File: src/rtl/cfgld_pkg.sv
package cfgld_pkg;

  typedef enum logic [2:0] {
    ST_IDLE  = 3'd0,
    ST_PROG  = 3'd1,
    ST_INITW = 3'd2,
    ST_SHIFT = 3'd3,
    ST_DONEW = 3'd4
  } seq_state_t;

  typedef enum logic [1:0] {
    RC_OK      = 2'd0,
    RC_INIT_LO = 2'd1,
    RC_INIT_HI = 2'd2,
    RC_DONE    = 2'd3
  } result_t;

endpackage

File: src/rtl/cfgld_rst_sync.sv
module cfgld_rst_sync (
  input  logic clk,
  input  logic rst_n,
  output logic rst_sn
);
  logic meta_q, sync_q;

  always_ff @(posedge clk or negedge rst_n) begin
    if (!rst_n) begin
      meta_q <= 1'b0;
      sync_q <= 1'b0;
    end else begin
      meta_q <= 1'b1;
      sync_q <= meta_q;
    end
  end

  assign rst_sn = sync_q;
endmodule

File: src/rtl/cfgld_wait_timer.sv
module cfgld_wait_timer #(
  parameter int TICK_CYCLES = 50000,
  parameter int LIMIT_TICKS = 5
) (
  input  logic clk,
  input  logic rst_n,
  input  logic clr,
  input  logic run,
  output logic expired
);
  localparam int PW = (TICK_CYCLES > 1) ? $clog2(TICK_CYCLES) : 1;
  localparam int TW = (LIMIT_TICKS > 1) ? $clog2(LIMIT_TICKS) : 1;
  localparam logic [PW-1:0] PRE_LAST  = PW'(TICK_CYCLES - 1);
  localparam logic [TW-1:0] TICK_LAST = TW'(LIMIT_TICKS - 1);

  logic [PW-1:0] pre_q, pre_d;
  logic [TW-1:0] ticks_q, ticks_d;
  logic          tick;

  assign tick    = run && (pre_q == PRE_LAST);
  assign expired = tick && (ticks_q == TICK_LAST);

  always_comb begin
    pre_d   = pre_q;
    ticks_d = ticks_q;
    if (clr) begin
      pre_d   = '0;
      ticks_d = '0;
    end else if (run) begin
      pre_d = tick ? '0 : pre_q + 1'b1;
      if (tick) ticks_d = ticks_q + 1'b1;
    end
  end

  always_ff @(posedge clk or negedge rst_n) begin
    if (!rst_n) begin
      pre_q   <= '0;
      ticks_q <= '0;
    end else begin
      pre_q   <= pre_d;
      ticks_q <= ticks_d;
    end
  end

  // the tick count never passes the limit, since expiry always restarts the window
  p_tick_bound_r3: assert property (@(posedge clk) disable iff (!rst_n)
    ticks_q <= TICK_LAST);
endmodule

File: src/rtl/cfgld_bit_phaser.sv
module cfgld_bit_phaser #(
  parameter int PHASE_CYCLES = 4
) (
  input  logic clk,
  input  logic rst_n,
  input  logic take,
  input  logic bit_in,
  output logic active,
  output logic bit_end,
  output logic cfg_clk,
  output logic cfg_data
);
  localparam int CW = (PHASE_CYCLES > 1) ? $clog2(PHASE_CYCLES) : 1;
  localparam logic [CW-1:0] CNT_LAST = CW'(PHASE_CYCLES - 1);

  logic          act_q, act_d;
  logic [1:0]    ph_q, ph_d;
  logic [CW-1:0] cnt_q, cnt_d;
  logic          clk_q, clk_d, dat_q, dat_d, bit_q, bit_d;
  logic          ph_end;

  assign ph_end  = act_q && (cnt_q == CNT_LAST);
  assign bit_end = ph_end && (ph_q == 2'd3);

  always_comb begin
    act_d = act_q;
    ph_d  = ph_q;
    cnt_d = cnt_q;
    clk_d = clk_q;
    dat_d = dat_q;
    bit_d = bit_q;
    if (take) begin
      act_d = 1'b1;
      ph_d  = 2'd0;
      cnt_d = '0;
      clk_d = 1'b0;
      dat_d = 1'b1;
      bit_d = bit_in;
    end else if (act_q) begin
      if (ph_end) begin
        cnt_d = '0;
        ph_d  = ph_q + 2'd1;
        case (ph_q)
          2'd0:    dat_d = bit_q;
          2'd1:    clk_d = 1'b1;
          2'd2:    dat_d = 1'b1;
          default: act_d = 1'b0;
        endcase
      end else begin
        cnt_d = cnt_q + 1'b1;
      end
    end
  end

  always_ff @(posedge clk or negedge rst_n) begin
    if (!rst_n) begin
      act_q <= 1'b0;
      ph_q  <= 2'd0;
      cnt_q <= '0;
      clk_q <= 1'b1;
      dat_q <= 1'b1;
      bit_q <= 1'b0;
    end else begin
      act_q <= act_d;
      ph_q  <= ph_d;
      cnt_q <= cnt_d;
      clk_q <= clk_d;
      dat_q <= dat_d;
      bit_q <= bit_d;
    end
  end

  assign active   = act_q;
  assign cfg_clk  = clk_q;
  assign cfg_data = dat_q;

  // a new bit enters only when the previous one is finished
  p_take_free_r5: assert property (@(posedge clk) disable iff (!rst_n)
    take |-> (!act_q || bit_end));
  // the first phase has the clock low and the data high
  p_first_phase_r5: assert property (@(posedge clk) disable iff (!rst_n)
    take |=> (!cfg_clk && cfg_data));
  // data is already settled when the clock rises
  p_setup_r5: assert property (@(posedge clk) disable iff (!rst_n)
    $rose(clk_q) |-> $stable(dat_q));
  // clock and data rest high with no bit in flight
  p_rest_high_r10: assert property (@(posedge clk) disable iff (!rst_n)
    !act_q |-> (clk_q && dat_q));
endmodule

File: src/rtl/fpga_cfg_loader.sv
module fpga_cfg_loader
  import cfgld_pkg::*;
#(
  parameter int PHASE_CYCLES = 4,
  parameter int TICK_CYCLES  = 50000,
  parameter int LIMIT_TICKS  = 5
) (
  input  logic       clk,
  input  logic       rst_n,
  input  logic       start,
  input  logic       bit_valid,
  input  logic       bit_value,
  input  logic       bit_last,
  output logic       bit_ready,
  output logic       prog_n,
  output logic       cfg_clk,
  output logic       cfg_data,
  input  logic       init_line,
  input  logic       done_line,
  output logic       busy,
  output logic       status_valid,
  output logic [1:0] status_code
);
  logic       rst_sn;
  seq_state_t state_q, state_d;
  result_t    code_q, code_d;
  logic       last_q, last_d;
  logic       sv_q, sv_d;
  logic       wait_run, tmr_clr, expired;
  logic       ph_active, ph_bit_end, take;

  cfgld_rst_sync u_rst (
    .clk    (clk),
    .rst_n  (rst_n),
    .rst_sn (rst_sn)
  );

  assign wait_run = (state_q == ST_PROG) || (state_q == ST_INITW) || (state_q == ST_DONEW);
  assign tmr_clr  = (state_d != state_q);

  cfgld_wait_timer #(
    .TICK_CYCLES (TICK_CYCLES),
    .LIMIT_TICKS (LIMIT_TICKS)
  ) u_timer (
    .clk     (clk),
    .rst_n   (rst_sn),
    .clr     (tmr_clr),
    .run     (wait_run),
    .expired (expired)
  );

  assign bit_ready = (state_q == ST_SHIFT) && !last_q && (!ph_active || ph_bit_end);
  assign take      = bit_valid && bit_ready;

  cfgld_bit_phaser #(
    .PHASE_CYCLES (PHASE_CYCLES)
  ) u_phaser (
    .clk      (clk),
    .rst_n    (rst_sn),
    .take     (take),
    .bit_in   (bit_value),
    .active   (ph_active),
    .bit_end  (ph_bit_end),
    .cfg_clk  (cfg_clk),
    .cfg_data (cfg_data)
  );

  always_comb begin
    state_d = state_q;
    code_d  = code_q;
    last_d  = last_q;
    sv_d    = 1'b0;
    case (state_q)
      ST_IDLE: begin
        if (start) begin
          state_d = ST_PROG;
          code_d  = RC_OK;
          last_d  = 1'b0;
        end
      end
      ST_PROG: begin
        if (!init_line) begin
          state_d = ST_INITW;
        end else if (expired) begin
          state_d = ST_IDLE;
          code_d  = RC_INIT_LO;
          sv_d    = 1'b1;
        end
      end
      ST_INITW: begin
        if (init_line) begin
          state_d = ST_SHIFT;
        end else if (expired) begin
          state_d = ST_IDLE;
          code_d  = RC_INIT_HI;
          sv_d    = 1'b1;
        end
      end
      ST_SHIFT: begin
        if (take) last_d = bit_last;
        if (ph_bit_end && last_q) state_d = ST_DONEW;
      end
      ST_DONEW: begin
        if (done_line) begin
          state_d = ST_IDLE;
          code_d  = RC_OK;
          sv_d    = 1'b1;
        end else if (expired) begin
          state_d = ST_IDLE;
          code_d  = RC_DONE;
          sv_d    = 1'b1;
        end
      end
      default: state_d = ST_IDLE;
    endcase
  end

  always_ff @(posedge clk or negedge rst_sn) begin
    if (!rst_sn) begin
      state_q <= ST_IDLE;
      code_q  <= RC_OK;
      last_q  <= 1'b0;
      sv_q    <= 1'b0;
    end else begin
      state_q <= state_d;
      code_q  <= code_d;
      last_q  <= last_d;
      sv_q    <= sv_d;
    end
  end

  assign prog_n       = (state_q != ST_PROG);
  assign busy         = (state_q != ST_IDLE);
  assign status_valid = sv_q;
  assign status_code  = code_q;

  // all target lines high while idle
  p_idle_pins_r1: assert property (@(posedge clk) disable iff (!rst_sn)
    (state_q == ST_IDLE) |-> (prog_n && cfg_clk && cfg_data));
  // clock and data held high while the program line is low
  p_prog_pins_r2: assert property (@(posedge clk) disable iff (!rst_sn)
    !prog_n |-> (cfg_clk && cfg_data));
  // status pulse is one cycle wide and coincides with not busy
  p_status_pulse_r8: assert property (@(posedge clk) disable iff (!rst_sn)
    status_valid |=> !status_valid);
  p_status_idle_r8: assert property (@(posedge clk) disable iff (!rst_sn)
    status_valid |-> !busy);
  // once released, the program line is not pulled again within a run
  p_no_reprog_r9: assert property (@(posedge clk) disable iff (!rst_sn)
    (busy && prog_n) |=> prog_n);
endmodule

File: config.mk
export PLATFORM = sky130hd
export DESIGN_NAME = fpga_cfg_loader
export DESIGN_NICKNAME = d
export VERILOG_FILES = /design/src/rtl/cfgld_pkg.sv /design/src/rtl/cfgld_rst_sync.sv /design/src/rtl/cfgld_wait_timer.sv /design/src/rtl/cfgld_bit_phaser.sv /design/src/rtl/fpga_cfg_loader.sv
export SDC_FILE = /design/constraint.sdc
export NUM_CORES = 1
export LEC_CHECK = 0
export BUFFER_PORTS_ARGS = -buffer_cell sky130_fd_sc_hd__buf_2
export CORE_MARGIN = 2
export CORE_UTILIZATION = 30
export CTS_CLUSTER_SIZE = 30
export DETAILED_ROUTE_END_ITERATION = 7
export GPL_ROUTABILITY_DRIVEN = 0
export GPL_TIMING_DRIVEN = 0
export PLACE_DENSITY = 0.46
export SYNTH_ARGS = -nofsm -noshare
export SYNTH_HDL_FRONTEND = slang
export SYNTH_SLANG_ARGS = --single-unit
File: constraint.sdc
create_clock -name clk -period 2.3 [get_ports clk]
set_clock_uncertainty 0.2 [all_clocks]
set_input_delay 0.115 -clock clk [delete_from_list [all_inputs] [get_ports clk]]
set_output_delay 0.115 -clock clk [all_outputs]
set_load 0.05 [all_outputs]
==> out/results.ini, run 1 <==
[run_status]
status = complete, no violations

[global_routing]
busiest_layer = met2
grt_antenna_before_repair = 0
overflow = 0
grt_usage_pct = 12.9
grt_pass1_wl_um = 7630
met2_usage_pct = 20.2
grt_pass1_vias = 1601
grt_max_degree = 35
use_met1_pct = 17.5
use_met3_pct = 3.03

[routing]
finalWirelength_um = 4420
wl_per_cell_um = 13.6
vias = 1585
dr.pass1.iters = 4
dr.first_iter.drc_count = 82
avgViaCountPerCell = 4.89
drcViolationCount = 0
drtAntennaViolNets = 0

[power_and_ir_drop]
peakVddDrop_uv = 440
p_total_w = 0.00253
p_leak_nw = 1.08
power_density_mw_per_mm2 = 1010

[timing]
finalMaxSlewViolations = 0
hold_viol = 0
rsz0062_at_grt = true
worstMarginPinSlew_ns = 0.748
slew_headroom_pct = 50.1
max_freq_mhz = 455
post-route-period-util_pct = 95.5
min_period_ns = 2.20
setup_viol = 0
whs_ns = 0.0831

[cells_and_area]
fin_nets = 259
antenna_cells = 0
areaGrowthSynthToFinish_pct = 21.4
drive_above_1_share_pct = 24.6

[logic_synthesis]
ys_async_sr_fraction_pct = 100
synth-edff-count = 0
synthCells = 211
ys_seq_area_share_pct = 43.7
ys_ff_latch = 36
syn_nets = 227
synth_top_area_cell = dfrtp_1
syn_area_sq_mm = 0.00207
synth_top_cell_area_share_pct = 41.2
synth_area_leaders = dfrtp_1, xnor2_1, nor2_1
avgSynthCellArea_sq_um = 9.80
yosys_warnings = 0
ys_types = 55
synthFlopType = dfrtp_1

[worst_setup_path]
r2r-end = status_code[1]
arrival_ns = 2.17
cp-start-kind = register
crit_family = simple AND/OR/NAND/NOR gates
reg2reg_depth = 5
slowest_delay_ns = 0.56
crit_type = register to register
crit_fanout = 7
worstPathCellList = or4_4, nor4_4, nand2_2, nor2b_4, o32a_1
required_ns = 2.28
cp-end-kind = register
r2r_setup_slack_ns = 0.10
critPathSlowestCell = or4_4
timing.rr.start = u_timer.pre_q[10]
cp_num_buf_inv = 0

[hold_path]
hold_end = u_phaser.cfg_clk
hp-start = bit_valid
worstHoldPathCells = 4
hold_path_class = primary input to register

[cts]
clk_pin_slew_ns = 0.08
clk_path_buf_depth = 2
cts_tree = yes
cts_buffers = 5
clock_latency_ns = 0.28
root_buffer = clkbuf_8
numClockSinks = 36
cts-htree-levels = 2

[die]
start_util_pct = 30.8
io_pins = 16
die_area_sq_mm = 0.00757
die_h_um = 87.0
coreArea_sq_mm = 0.00672
die_w_um = 87.0
num_rows = 30

[placed_design]
portBuffers = 15
hpwl_um = 2980

[run]
max-cap-violations = 0

==> routing by layer <==
metal / wire, um / vias to the layer above
met5: 0 / -
met4: 66 / 0
met3: 116 / 5
met2: 2020 / 15
met1: 2220 / 758
li1: - / 807
==> final cells by class <==
class	instances	area, sq um
tap	80	100
clock inverter	1	30.0
fill	680	4210
timing repair buffer	25	165
buffer	9	65.1
inverter	8	30.0
sequential	36	905
clock buffer	7	96.3
multi-input combinational	158	1120
==> cells in the final DEF, fill, tap and decap left out, types with 2 or more instances in the layout <==
cell type,n
nor2_1,29
a21oi_1,8
dfrtp_1,33
dfstp_2,2
nor4_2,2
mux2_2,2
xnor2_1,14
xor2_1,4
ha_1,8
nand3_1,11
clkbuf_2,2
nand4_1,4
inv_1,6
dlygate4sd3_1,6
o21a_1,2
nor4_1,4
o21ai_0,7
nand2_1,15
nor4b_2,2
nand2b_1,2
a21oi_2,2
o211ai_1,2
buf_6,3
a22o_1,2
buf_2,17
buf_4,5
nand2_2,2
clkbuf_8,7
mux2i_1,4
o21bai_1,2
==> logic make-up (layout without fill, tap and decap cells) <==
logic type                 Yosys count  count (layout)  share of synthesized area (%)
other                                1               1                          0.181
muxes                                6               6                           3.03
xor gates and xnor gates            18              18                           7.63
AOI/OAI and AO/OA                   35              35                           12.0
DFF                                 36              36                           43.7
adders and majority gates            8               8                           4.84
and+or+nand+nor                     90              90                           24.3
buffers and inverters               17              50                           4.30
==> worst min-delay path: cells and delay by family <==
family | cells | cell delay [ns]
buffers and inverters | 2 | 0.28
and+or+nand+nor | 2 | 0.17
==> per-stage QoR <==
stage	std cells	worst slack, ns	TNS (ns)	cell area (sq um)	utilization, %
floorplan	211	0.00386	0	2080	-
global placement	306	-0.138	-1.52	2260	33.6
detailed placement	306	-0.142	-1.74	2260	33.6
CTS	323	0.0679	0	2480	37.0
global route	324	-0.0214	-0.0230	2510	37.3
finish	324	0.104	0	2510	37.3
==> worst max path at each step <==
stage                      start               end  slack, ns  cells after the start
2_1_floorplan  u_phaser.cnt_q[0]    u_phaser.bit_q      0.004                      6
3_3_place_gp   u_timer.pre_q[11]  u_timer.pre_q[4]      -0.14                      5
3_5_place_dp   u_timer.pre_q[11]  u_timer.pre_q[4]      -0.14                      5
4_1_cts               state_q[1]  u_timer.pre_q[8]       0.07                      7
5_1_grt        u_phaser.cnt_q[0]  u_timer.pre_q[8]      -0.02                      7
6_report       u_timer.pre_q[10]    status_code[1]       0.10                      5
==> sequential cells by signal, indices dropped and copies added (netlist names), 2 cells and up <==
name / cells
state_q: 3
status_code: 2
u_phaser.cnt_q: 2
u_phaser.ph_q: 2
u_timer.pre_q: 16
u_timer.ticks_q: 3
==> synth_stat cells, drive strengths merged (4+ instances only) <==
master  number
nand2       17
inv          7
nor4         7
dfrtp       34
buf          6
ha           8
o21ai        7
nor2        30
mux2i        4
xnor2       14
nand4        4
nand3       12
a21oi       10
xor2         4
==> power breakdown <==
| group | switching, W | internal (W) | leakage, nW |
|---|---|---|---|
| Combinational | 0.000652 | 0.000397 | 0.554 |
| Sequential | 0.000105 | 0.000765 | 0.464 |
| Clock | 0.000230 | 0.000383 | 0.0645 |
==> repair_timing <==
| item | 4_1_cts | 5_1_grt |
|---|---|---|
| hold buffers | 6 | 0 |
| pin swaps | 3 | 0 |
| endpoints found under the hold margin | 6 | 0 |
| buffers inserted | 3 | 1 |
| gates resized for setup | 4 | 7 |
| setup endpoints to repair | 18 | 15 |
Power figures use the tool's default switching activity.
==> inputs of run 2 (changes only) <==
CORE_MARGIN = unset   (was 2)
==> run 2 against run 1 <==
Flip-flop and latch count unchanged. Largest cell class unchanged. Die area decreased by 4.5%. Non-clock buffer count unchanged. Wire length decreased by 0.36%. Critical endpoint is now status_valid. Critical path depth increased by 1. Global-route usage increased by 0.38 points. Final area decreased by 1.1%. Maximum frequency increased by 0.18%. Sequential power about the same. Register-to-register slack about the same.
==> out/results.ini, run 2 (synthesis results as in run 1) <==
[power_and_ir_drop]
pwr-share-seq_pct = 35.2  ; was 34.4%
cell_internal_pwr_w = 0.00148  ; was 0.00155 W
p_leak_nw = 1.07  ; was 1.08 nW
swShare_pct = 40.2  ; was 39.0%
switchingPower_w = 0.000998  ; was 0.000988 W
pwr-share-clk_pct = 22.8  ; was 24.2%
power_density_mw_per_mm2 = 1000  ; was 1010 mW/mm^2
peakVddDrop_uv = 508  ; was 440 uV
combPwrFrac_pct = 42.0  ; was 41.4%

[cts]
root_buffer = clkbuf_8  ; unchanged
clk_path_buf_depth = 2  ; unchanged
cts_tree = yes  ; unchanged
numClockSinks = 36  ; unchanged
clk_pin_slew_ns = 0.08  ; about the same
cts-htree-levels = 2  ; unchanged
clock_latency_ns = 0.29  ; was 0.28 ns
cts_buffers = 5  ; unchanged

[worst_setup_path]
cp_num_buf_inv = 1  ; was 0
crit_fanout = 7  ; unchanged
slowest_delay_ns = 0.45  ; was 0.56 ns
arrival_ns = 2.19  ; was 2.17 ns
crit_type = register to register  ; unchanged
cp-start-kind = register  ; unchanged
required_ns = 2.30  ; was 2.28 ns
critPathSlowestCell = dfrtp_1  ; was or4_4
r2r_setup_slack_ns = 0.11  ; was 0.10 ns
worstPathCellList = or3b_1, buf_6, o22ai_4, nand2_2, or4_1, o211ai_1  ; was or4_4, nor4_4, nand2_2, nor2b_4, o32a_1
crit_family = simple AND/OR/NAND/NOR gates  ; unchanged
cp-end-kind = register  ; unchanged

[placed_design]
hpwl_um = 3000  ; was 2980 um
pre_cts_slack_ns = -0.0754  ; was -0.142 ns
placed_area_sq_mm = 0.00225  ; was 0.00226 sq mm
portBuffers = 15  ; unchanged

[routing]
dr.first_iter.drc_count = 62  ; was 82
finalWirelength_um = 4410  ; was 4420 um
drcViolationCount = 0  ; unchanged
avgViaCountPerCell = 5.04  ; was 4.89
drtAntennaViolNets = 0  ; unchanged
vias = 1617  ; was 1585
wl_per_cell_um = 13.7  ; was 13.6 um
dr.pass1.iters = 4  ; unchanged

[run]
max-cap-violations = 0  ; unchanged

[global_routing]
grt_max_degree = 35  ; unchanged
grt_pass1_wl_um = 7620  ; was 7630 um
grt_pass1_vias = 1582  ; was 1601
grt_antenna_before_repair = 0  ; unchanged
grt_usage_pct = 13.3  ; was 12.9%
overflow = 0  ; unchanged

[timing]
whs_ns = 0.0730  ; was 0.0831 ns
setup_viol = 0  ; unchanged
slew_headroom_pct = 48.0  ; was 50.1%
finalMaxSlewViolations = 0  ; unchanged
post-route-period-util_pct = 95.3  ; was 95.5%
hold_viol = 0  ; unchanged
max_freq_mhz = 456  ; was 455 MHz
min_period_ns = 2.19  ; was 2.20 ns
worstMarginPinSlew_ns = 0.781  ; was 0.748 ns
fin_ws_ns = 0.108  ; was 0.104 ns

[cells_and_area]
top_register = u_timer.pre_q  ; unchanged
layout_common_cells = dfrtp_1, nor2_1, buf_2  ; unchanged
drive_above_1_share_pct = 23.4  ; was 24.6%
fin_nets = 259  ; unchanged
largest_reg_flops = 16  ; unchanged
top_regs = u_timer.pre_q: 16 flops, state_q: 3 flops, u_timer.ticks_q: 3 flops  ; unchanged
antenna_cells = 0  ; unchanged
areaGrowthSynthToFinish_pct = 20.0  ; was 21.4%
final_cell_area_sq_mm = 0.00248  ; was 0.00251 sq mm
final_common_cell = dfrtp_1  ; unchanged
utilization_pct = 38.2  ; was 37.3%

[die]
io_pins = 16  ; unchanged
die_area_sq_mm = 0.00723  ; was 0.00757 sq mm
coreArea_sq_mm = 0.00649  ; was 0.00672 sq mm
num_rows = 29  ; was 30
die_h_um = 85.0  ; was 87.0 um
start_util_pct = 31.8  ; was 30.8%
die_w_um = 85.0  ; was 87.0 um

[run_status]
status = complete, no violations  ; unchanged

[hold_path]
hold_path_class = primary input to register  ; unchanged

==> run 2: cell count changes in the layout (fill, tap and decap cells not counted), sizes merged <==
| cell | previous run | this run |
|---|---|---|
| clkbuf | 10 | 8 |
| clkinv | 1 | 2 |
| clkinvlp | 0 | 1 |
==> run 2: layout make-up <==
| class | instances | area, sq um |
|---|---|---|
| Multi-Input combinational cell | 158 | 1110 |
| Tap cell | 77 | 96.3 |
| Timing Repair Buffer | 25 | 165 |
| Fill cell | 637 | 4020 |
| Clock inverter | 3 | 42.5 |
| Buffer | 9 | 65.1 |
| Sequential cell | 36 | 905 |
| Clock buffer | 5 | 68.8 |
| Inverter | 8 | 30.0 |
==> run 2: power groups by stage <==
| stage | Combinational [W] | Sequential (W) | Clock [W] |
|---|---|---|---|
| after floorplan | 0.000715 | 0.000949 | 0 |
| after global placement | 0.00101 | 0.000885 | 0 |
| after detailed placement | 0.00100 | 0.000885 | 0 |
| after CTS | 0.00104 | 0.000874 | 0.000585 |
| after global routing | 0.00115 | 0.000897 | 0.000610 |
| final | 0.00104 | 0.000873 | 0.000566 |
==> run 2: metrics by stage <==
stage               total power [W]  setup TNS, ns  cells
global route                0.00266      -0.000993    321
floorplan                   0.00166              0    211
finish                      0.00248              0    321
CTS                         0.00250       -0.00815    318
global placement            0.00190          -1.25    303
detailed placement          0.00189         -0.942    303
==> run 2: routing by layer <==
metal,routed length [um],vias to the layer above,global-route usage [%]
met5,0,-,0
met3,127,7,2.53
met4,78,0,5.55
li1,-,811,-
met2,2010,27,21.1
met1,2190,772,17.9
==> run 2: timing repair <==
action                     4_1_cts  5_1_grt
pin swaps                        1        2
setup endpoints to repair       17       22
hold endpoints to repair         5        0
hold buffers                     6        0
setup buffers                    1        3
gates resized for setup          2        6
==> run 2: worst reg2reg max path, cell delays in order, from the launching register on <==
cell and delay, ns:
dfrtp_1 0.45, or3b_1 0.41, buf_6 0.15, o22ai_4 0.23
nand2_2 0.15, or4_1 0.42, o211ai_1 0.11
==> run 2: worst paths after layout <==
check | startpoint | to | depth (start not counted)
max | state_q[1] | status_valid | 6
min | done_line | u_timer.pre_q[15] | 4
max reg2reg | state_q[1] | status_valid | 6
min reg2reg | u_rst.meta_q | u_rst.rst_sn | 0
max in group asynchronous | u_rst.rst_sn | u_timer.pre_q[13] | 0
min in group asynchronous | u_rst.rst_sn | u_timer.ticks_q[1] | 0
